===== src/rtl/rmu_pkg.sv =====
package rmu_pkg;
  typedef enum logic [1:0] {
    AM_OFF   = 2'd0,
    AM_TOR   = 2'd1,
    AM_NA4   = 2'd2,
    AM_NAPOT = 2'd3
  } amode_e;

  localparam int MODE_LSB = 3;

  function automatic amode_e mode_of(input logic [7:0] cfg);
    return amode_e'(cfg[MODE_LSB +: 2]);
  endfunction
endpackage


===== src/rtl/rmu_regs.sv =====
module rmu_regs #(
  parameter int N_ENT     = 16,
  parameter int AW        = 32,
  parameter int ADDR_IMPL = 32,
  localparam int IW       = $clog2(N_ENT),
  localparam int BE_W     = (AW + 7) / 8
) (
  input  logic                     clk,
  input  logic                     rst,
  input  logic                     wr_en,
  input  logic                     wr_target,
  input  logic [IW-1:0]            wr_idx,
  input  logic [AW-1:0]            wr_data,
  input  logic [BE_W-1:0]          wr_be,
  output logic [N_ENT-1:0][7:0]    cfg_q,
  output logic [N_ENT-1:0][AW-1:0] addr_q
);
  localparam logic [AW-1:0] IMPL_MASK =
    (ADDR_IMPL >= AW) ? {AW{1'b1}} : AW'((64'd1 << ADDR_IMPL) - 64'd1);

  logic [AW-1:0] bit_en;
  always_comb begin
    for (int j = 0; j < AW; j++) bit_en[j] = wr_be[j / 8];
  end

  for (genvar e = 0; e < N_ENT; e++) begin : g_ent
    localparam int WORD = e / 4;
    localparam int BYTE = e % 4;

    always_ff @(posedge clk) begin
      if (rst) begin
        cfg_q[e] <= '0;
      end else if (wr_en && !wr_target && wr_idx == IW'(WORD) && wr_be[BYTE]) begin
        cfg_q[e] <= wr_data[8*BYTE +: 8];
      end
    end

    always_ff @(posedge clk) begin
      if (rst) begin
        addr_q[e] <= '0;
      end else if (wr_en && wr_target && wr_idx == IW'(e)) begin
        addr_q[e] <= ((addr_q[e] & ~bit_en) | (wr_data & bit_en)) & IMPL_MASK;
      end
    end
  end
endmodule


===== src/rtl/rmu_entry_match.sv =====
module rmu_entry_match
  import rmu_pkg::*;
#(
  parameter int AW = 32
) (
  input  amode_e        mode,
  input  logic [AW-1:0] hi,
  input  logic [AW-1:0] lo,
  input  logic [AW-1:0] word_addr,
  output logic          match
);
  logic [AW-1:0] care;

  always_comb begin
    care = ~(hi ^ (hi + AW'(1)));
    unique case (mode)
      AM_TOR:   match = (word_addr >= lo) && (word_addr < hi);
      AM_NA4:   match = (word_addr == hi);
      AM_NAPOT: match = ((word_addr ^ hi) & care) == '0;
      default:  match = 1'b0;
    endcase
  end
endmodule


===== src/rtl/rmu_prio.sv =====
module rmu_prio #(
  parameter int N_ENT = 16,
  localparam int IW   = $clog2(N_ENT)
) (
  input  logic [N_ENT-1:0] req,
  output logic             any,
  output logic [IW-1:0]    idx
);
  always_comb begin
    any = 1'b0;
    idx = '0;
    for (int i = N_ENT - 1; i >= 0; i--) begin
      if (req[i]) begin
        any = 1'b1;
        idx = IW'(i);
      end
    end
  end
endmodule


===== src/rtl/region_match_unit.sv =====
module region_match_unit
  import rmu_pkg::*;
#(
  parameter int N_ENTRIES = 16,
  parameter int PA_W      = 34,
  parameter int ADDR_IMPL = 32,
  localparam int AW       = PA_W - 2,
  localparam int IW       = $clog2(N_ENTRIES),
  localparam int BE_W     = (AW + 7) / 8
) (
  input  logic                 clk,
  input  logic                 rst,
  input  logic                 wr_en,
  input  logic                 wr_target,
  input  logic [IW-1:0]        wr_idx,
  input  logic [AW-1:0]        wr_data,
  input  logic [BE_W-1:0]      wr_be,
  input  logic [PA_W-1:0]      lk_addr,
  output logic                 hit,
  output logic [IW-1:0]        hit_idx,
  output logic [7:0]           hit_cfg,
  output logic [N_ENTRIES-1:0] match_vec
);
  logic [N_ENTRIES-1:0][7:0]    cfg_q;
  logic [N_ENTRIES-1:0][AW-1:0] addr_q;
  logic [AW-1:0]                word_addr;
  logic                         unused_lsb;

  assign word_addr  = lk_addr[PA_W-1:2];
  assign unused_lsb = ^lk_addr[1:0];

  rmu_regs #(.N_ENT(N_ENTRIES), .AW(AW), .ADDR_IMPL(ADDR_IMPL)) u_regs (
    .clk(clk), .rst(rst), .wr_en(wr_en), .wr_target(wr_target),
    .wr_idx(wr_idx), .wr_data(wr_data), .wr_be(wr_be),
    .cfg_q(cfg_q), .addr_q(addr_q)
  );

  for (genvar e = 0; e < N_ENTRIES; e++) begin : g_cmp
    logic [AW-1:0] lo;
    if (e == 0) begin : g_first
      assign lo = '0;
    end else begin : g_rest
      assign lo = addr_q[e-1];
    end
    rmu_entry_match #(.AW(AW)) u_match (
      .mode(mode_of(cfg_q[e])), .hi(addr_q[e]), .lo(lo),
      .word_addr(word_addr), .match(match_vec[e])
    );
  end

  rmu_prio #(.N_ENT(N_ENTRIES)) u_prio (
    .req(match_vec), .any(hit), .idx(hit_idx)
  );

  assign hit_cfg = hit ? cfg_q[hit_idx] : 8'h00;
endmodule


===== config.mk =====
export PLATFORM = sky130hd
export DESIGN_NAME = region_match_unit
export DESIGN_NICKNAME = d
export VERILOG_FILES = /design/src/rtl/rmu_pkg.sv /design/src/rtl/rmu_regs.sv /design/src/rtl/rmu_entry_match.sv /design/src/rtl/rmu_prio.sv /design/src/rtl/region_match_unit.sv
export SDC_FILE = /design/constraint.sdc
export NUM_CORES = 2
export LEC_CHECK = 0
export ABC_AREA = 1
export ABC_CLOCK_PERIOD_IN_PS = 3600
export BUFFER_PORTS_ARGS = -buffer_cell sky130_fd_sc_hd__buf_2
export CAP_MARGIN = 20
export CELL_PAD_IN_SITES_DETAIL_PLACEMENT = 1
export CELL_PAD_IN_SITES_GLOBAL_PLACEMENT = 1
export CORE_MARGIN = 1
export CORE_UTILIZATION = 25
export CTS_CLUSTER_DIAMETER = 150
export DETAILED_ROUTE_END_ITERATION = 7
export HOLD_SLACK_MARGIN = 0.1
export PLACE_DENSITY = 0.57
export SLEW_MARGIN = 10
export SYNTH_ARGS = -nofsm -noshare
export SYNTH_HDL_FRONTEND = slang
export SYNTH_SLANG_ARGS = --single-unit

===== constraint.sdc =====
create_clock -name clk -period 3.6 [get_ports clk]
set_input_delay 0 -clock clk [delete_from_list [all_inputs] [get_ports clk]]
set_output_delay 0 -clock clk [all_outputs]
set_load 0.01 [all_outputs]

; ---- Yosys cells after proc, flatten, opt, wreduce, memory -nomap -nowiden
; Cells that the tools add are included.
[totals]
reg_bits = 640
input_bits = 78
word_cells = 381
[classes]
n_reduce_logical = 72
eq_ne = 79
muxes = 51
bitwise = 98
addsub = 16
magnitude_cmp = 33
[op_table]
columns = operator, count
row1 = bitwise AND 32 bit, 33
row2 = XOR 32 bit, 32
row3 = inverter 32 bit, 17
row4 = "adder 32 x 1 -> 32 bit, second input constant", 16
row5 = == test 32 bit, 16
row6 = logical NOT 32 bit, 16
row7 = < comparator 32 bit, 16
row8 = OR 32 bit, 16
row9 = >= comparator 32 bit, 15
row10 = "== test 2 bit, second input constant", 32
row11 = two-way mux 4 bit, 16
row12 = logical AND 1 bit, 54
row13 = one-hot mux 1 bit (3 select lines), 16
row14 = binary-select mux 8 bit (select 4 bit), 1
row15 = "== test 2 x 1 -> 1 bit, second input constant", 16
row16 = "== test 4 bit, second input constant", 8
row17 = ">= comparator 32 x 1 -> 1 bit, second input constant", 1
row18 = "== test 4 x 3 -> 1 bit, second input constant", 4
row19 = two-way mux 1 bit, 16
row20 = two-way mux 8 bit, 2
row21 = "== test 4 x 2 -> 1 bit, second input constant", 2
row22 = "< comparator 4 x 5 -> 1 bit, second input constant", 1
row23 = "== test 4 x 1 -> 1 bit, second input constant", 1
row24 = logical NOT 4 bit, 1
row25 = logical NOT 1 bit, 1

; ---- Depth between registers and ports, before layout
[depth]
depth_word = 25
ltp_mapped = 38

; ---- Modules after synthesis
; From an unflattened synthesis, not the netlist that was laid out.
[unflattened]
cells_unflattened = 11573
hier_area_um2 = 67777.5
[modules_own_cells]
columns = module, seq_area_each_um2, n_inst, cells_each, area_each_um2
row1 = rmu_entry_match (g_cmp[0].u_match ...), 0.0, 15, 462, 2491.1
row2 = rmu_regs, 12812.3, 1, 3751, 26117.5
row3 = rmu_entry_match (g_cmp[3].u_match), 0.0, 1, 469, 2508.7
row4 = region_match_unit, 0.0, 1, 374, 1575.3
row5 = rmu_prio, 0.0, 1, 49, 209.0

; ---- Least setup slack after synthesis
; Ideal clock, no wire load.
[synth_path]
path_type = flip-flop to output port
start = register with a tool-made name
end = output port hit_cfg[0]
arrival_time_ps = 3137
slack_ps = 463
path_stages_with_launch = 21
path_buffers = 0
path_cell_list = dfxtp_1 inv_1 ha_1 inv_1 nor3_1 inv_1 nor3_1 inv_1 nor4_1 a21oi_1 nand2_1 nor2_1 nor2_1 inv_1 nor4_1 nand2_1 nor2_2 inv_1 nand3_1 nand2_1 nor2_1
[synth_lines]
columns = element, line_no
row1 = to (decl), region_match_unit.sv:21  ; output logic [7:0] hit_cfg,

==> out/metrics.cfg <==
[layout]
mostFrequentLayoutCells=1730 x buf_4, 1261 x nand2_1, 982 x inv_1
stdcell_count=11362
final_layout_size_suffix_gt1_frac=0.2925
finish.utilization=0.3775
finalInstanceArea_mm2=0.07000
fin_nets=9420
area_delta_synth_final_pct=49.87
final_common_cell=buf_4

[detailed_routing]
viasPerCell=5.054
drc=0
final_antenna_net_count=0
drt_first_pass_iters=6
routedWlPerCell_um=23.78
drt_iter0_markers=4076
wl_um=270200
route.vias.total=57421

[placed_design]
gp_congestion=0.9733
port_buffers=104
placed_cells=11097
dpl.hpwl_um=202300
place_area_mm2=0.06352

[global_routing]
grt_max_degree=101
grt_pass1_wl_um=389600
antenna_found_initial=18
track_usage=0.2796
grt_pass1_vias=59273
grt_overflow=0

[power_and_ir_drop]
share_seq_of_total_power=0.350
p_sw_w=0.006206
comb_power_share=0.171
p_clk_frac=0.479
p_int_w=0.01425
ir_worst_vdd_mv=0.2879
p_sw_frac=0.3034
power.density_mw_per_mm2=292.2
leakage_nw=29.70

[flow_run]
cap_violations=0

[yosys]
syn-num-nets=7601
avgSynthCellArea_um2=6.677
synth-seq-cells=640
ys_seq_area_frac=0.2743
ys_warn_count=0
synth.distinct_cells=65
synth_top_area_frac=0.2743
syn-cell-area_mm2=0.04671
synth_edf_count=0
synthCells=6995
ys_async_sr_fraction=0
yosys.area.top_type=dfxtp_1
yosys-top-cells-area=dfxtp_1 27%, ha_1 14%, nand2_1 11%
synth_ff_type=dfxtp_1

[worst_hold_path]
hold_class=input port to flop
min-delay-start=wr_data[31]
hold-path-endpoint=u_regs.cfg_q[31]
hold_depth=4

[clock_network]
h-tree-depth=3
cts_tree=built
cts-root-buf=clkbuf_16
cts-buffers-inserted=88
cts_buffer_depth=3
clock_latency_ps=750
cts.reportedPaths.clkPinSlew_ps=70
clock-sinks=640

[timing]
slew_headroom=0.1597
finalCriticalPeriod_ps=4957
fin_skew_ps=0
setup_violations=15
tightest_slew_ps=1260
fin_setup_tns_ps=-15210
rsz0062_at_grt=true
final.setup.worst_slack_ps=-1357
whs_ps=287.0
hold_viol_final=0
fin_crit_sh=1.377
drv_slew=0
fmax_mhz=201.7

[floorplanning]
dieWidth_um=434.2
fp.dieArea_mm2=0.1886
rows=158
ios=107
core_mm2=0.1854
die_h_um=434.2
start_util=0.2519

[setup_path]
cp.required_ps=3600
path_class=flop to output pin
cp_max_fo=7
cpMaxStageDelayCell=dfxtp_4
timing.rr.end=u_regs.cfg_q[107]
timing.reg2reg.setup_slack_ps=2340
cp_common_cell=nor2_4
cp_slowest_stage_delay_ps=380
crit_arrival_ps=4960
timing.reg2reg.worst_path_depth=3
r2r_start=u_regs.cfg_q[107]
startpoint_type=flop
cp-end-kind=output pin

[outcome]
outcome=finished with violations
violations=negative setup slack

[power groups by stage]
stage	clock, W	sequential (W)	combinational, W
3_3_place_gp	0	0.00732	0.00324
4_1_cts	0.00993	0.00716	0.00340
3_5_place_dp	0	0.00732	0.00331
5_1_grt	0.0102	0.00716	0.00371
2_1_floorplan	0	0.00731	0.00128
6_report	0.00979	0.00716	0.00350
[how the worst max path moves through the flow]
stage	from	end	cells after the start
2_1_floorplan	flop	hit_cfg[0]	20
3_3_place_gp	lk_addr[27]	hit_cfg[7]	25
4_1_cts	flop	hit_cfg[3]	27
5_1_grt	flop	hit_cfg[4]	27
3_5_place_dp	flop	hit_cfg[7]	31
6_report	flop	hit_cfg[6]	28
[critical path: cells and delay by family, from the launching register on]
kind / cells / cell delay, ps
and+or+nand+nor: 17 / 2180
buffers and inverters: 8 / 950
AOI/OAI and AO/OA: 3 / 690
DFF: 1 / 380
[per-layer routing]
layer | track usage | share of wire | vias up
met2 | 0.4614 | 0.45 | 1444
met1 | 0.3548 | 0.43 | 28194
met4 | 0.1447 | 0.062 | 6
met5 | 0 | 0.00015 | -
li1 | - | - | 27262
met3 | 0.03509 | 0.055 | 515
[synth_stat cells (13+ instances only)]
cell type,n
o21ai_1,13
clkbuf_1,226
o21a_1,16
nor3_2,15
buf_4,19
a21oi_1,432
o22ai_1,39
ha_1,528
or2_2,18
clkinv_1,13
a211oi_1,530
nand2_1,1318
o21bai_1,49
inv_1,998
nand4_1,153
nor4_1,54
nand3_1,377
o211ai_1,15
o21ai_0,126
a31oi_1,22
a31o_2,14
nor3_1,162
inv_2,19
nor2_2,26
a21o_1,14
dfxtp_1,640
nor2_1,1007
[logic make-up after synthesis]
kind of cell | share of synthesized area
compound gates | 0.1838
xor+xnor | 0.001500
simple gates | 0.2916
flops | 0.2743
fa+ha+maj | 0.1414
buf+inv | 0.1073
[layout make-up]
class | instances | area [um^2]
inverters | 1030 | 3904
clock inverters | 36 | 559.3
clock buffers | 119 | 2532
well taps | 2480 | 3103
flip-flops and latches | 640 | 12880
fillers | 23254 | 115400
repair buffers | 1995 | 16150
multi-input cells | 5059 | 30860
diodes | 3 | 7.507
[what timing repair did]
action,in CTS,in global routing
cloned,6,4
endpoints found under the hold margin,444,0
gates resized for setup,278,310
pin swaps,94,112
setup buffers,20,35
hold buffers,49,0
endpoints found under the setup margin,24,25
[stage by stage]
step	total power (W)	setup WS, ps
finish	0.02045	-1357
global route	0.02105	-1413
CTS	0.02050	-1290
detailed placement	0.01063	-830.5
global placement	0.01056	-892.6
floorplan	0.008592	463.4
Power figures use the tool's default switching activity.
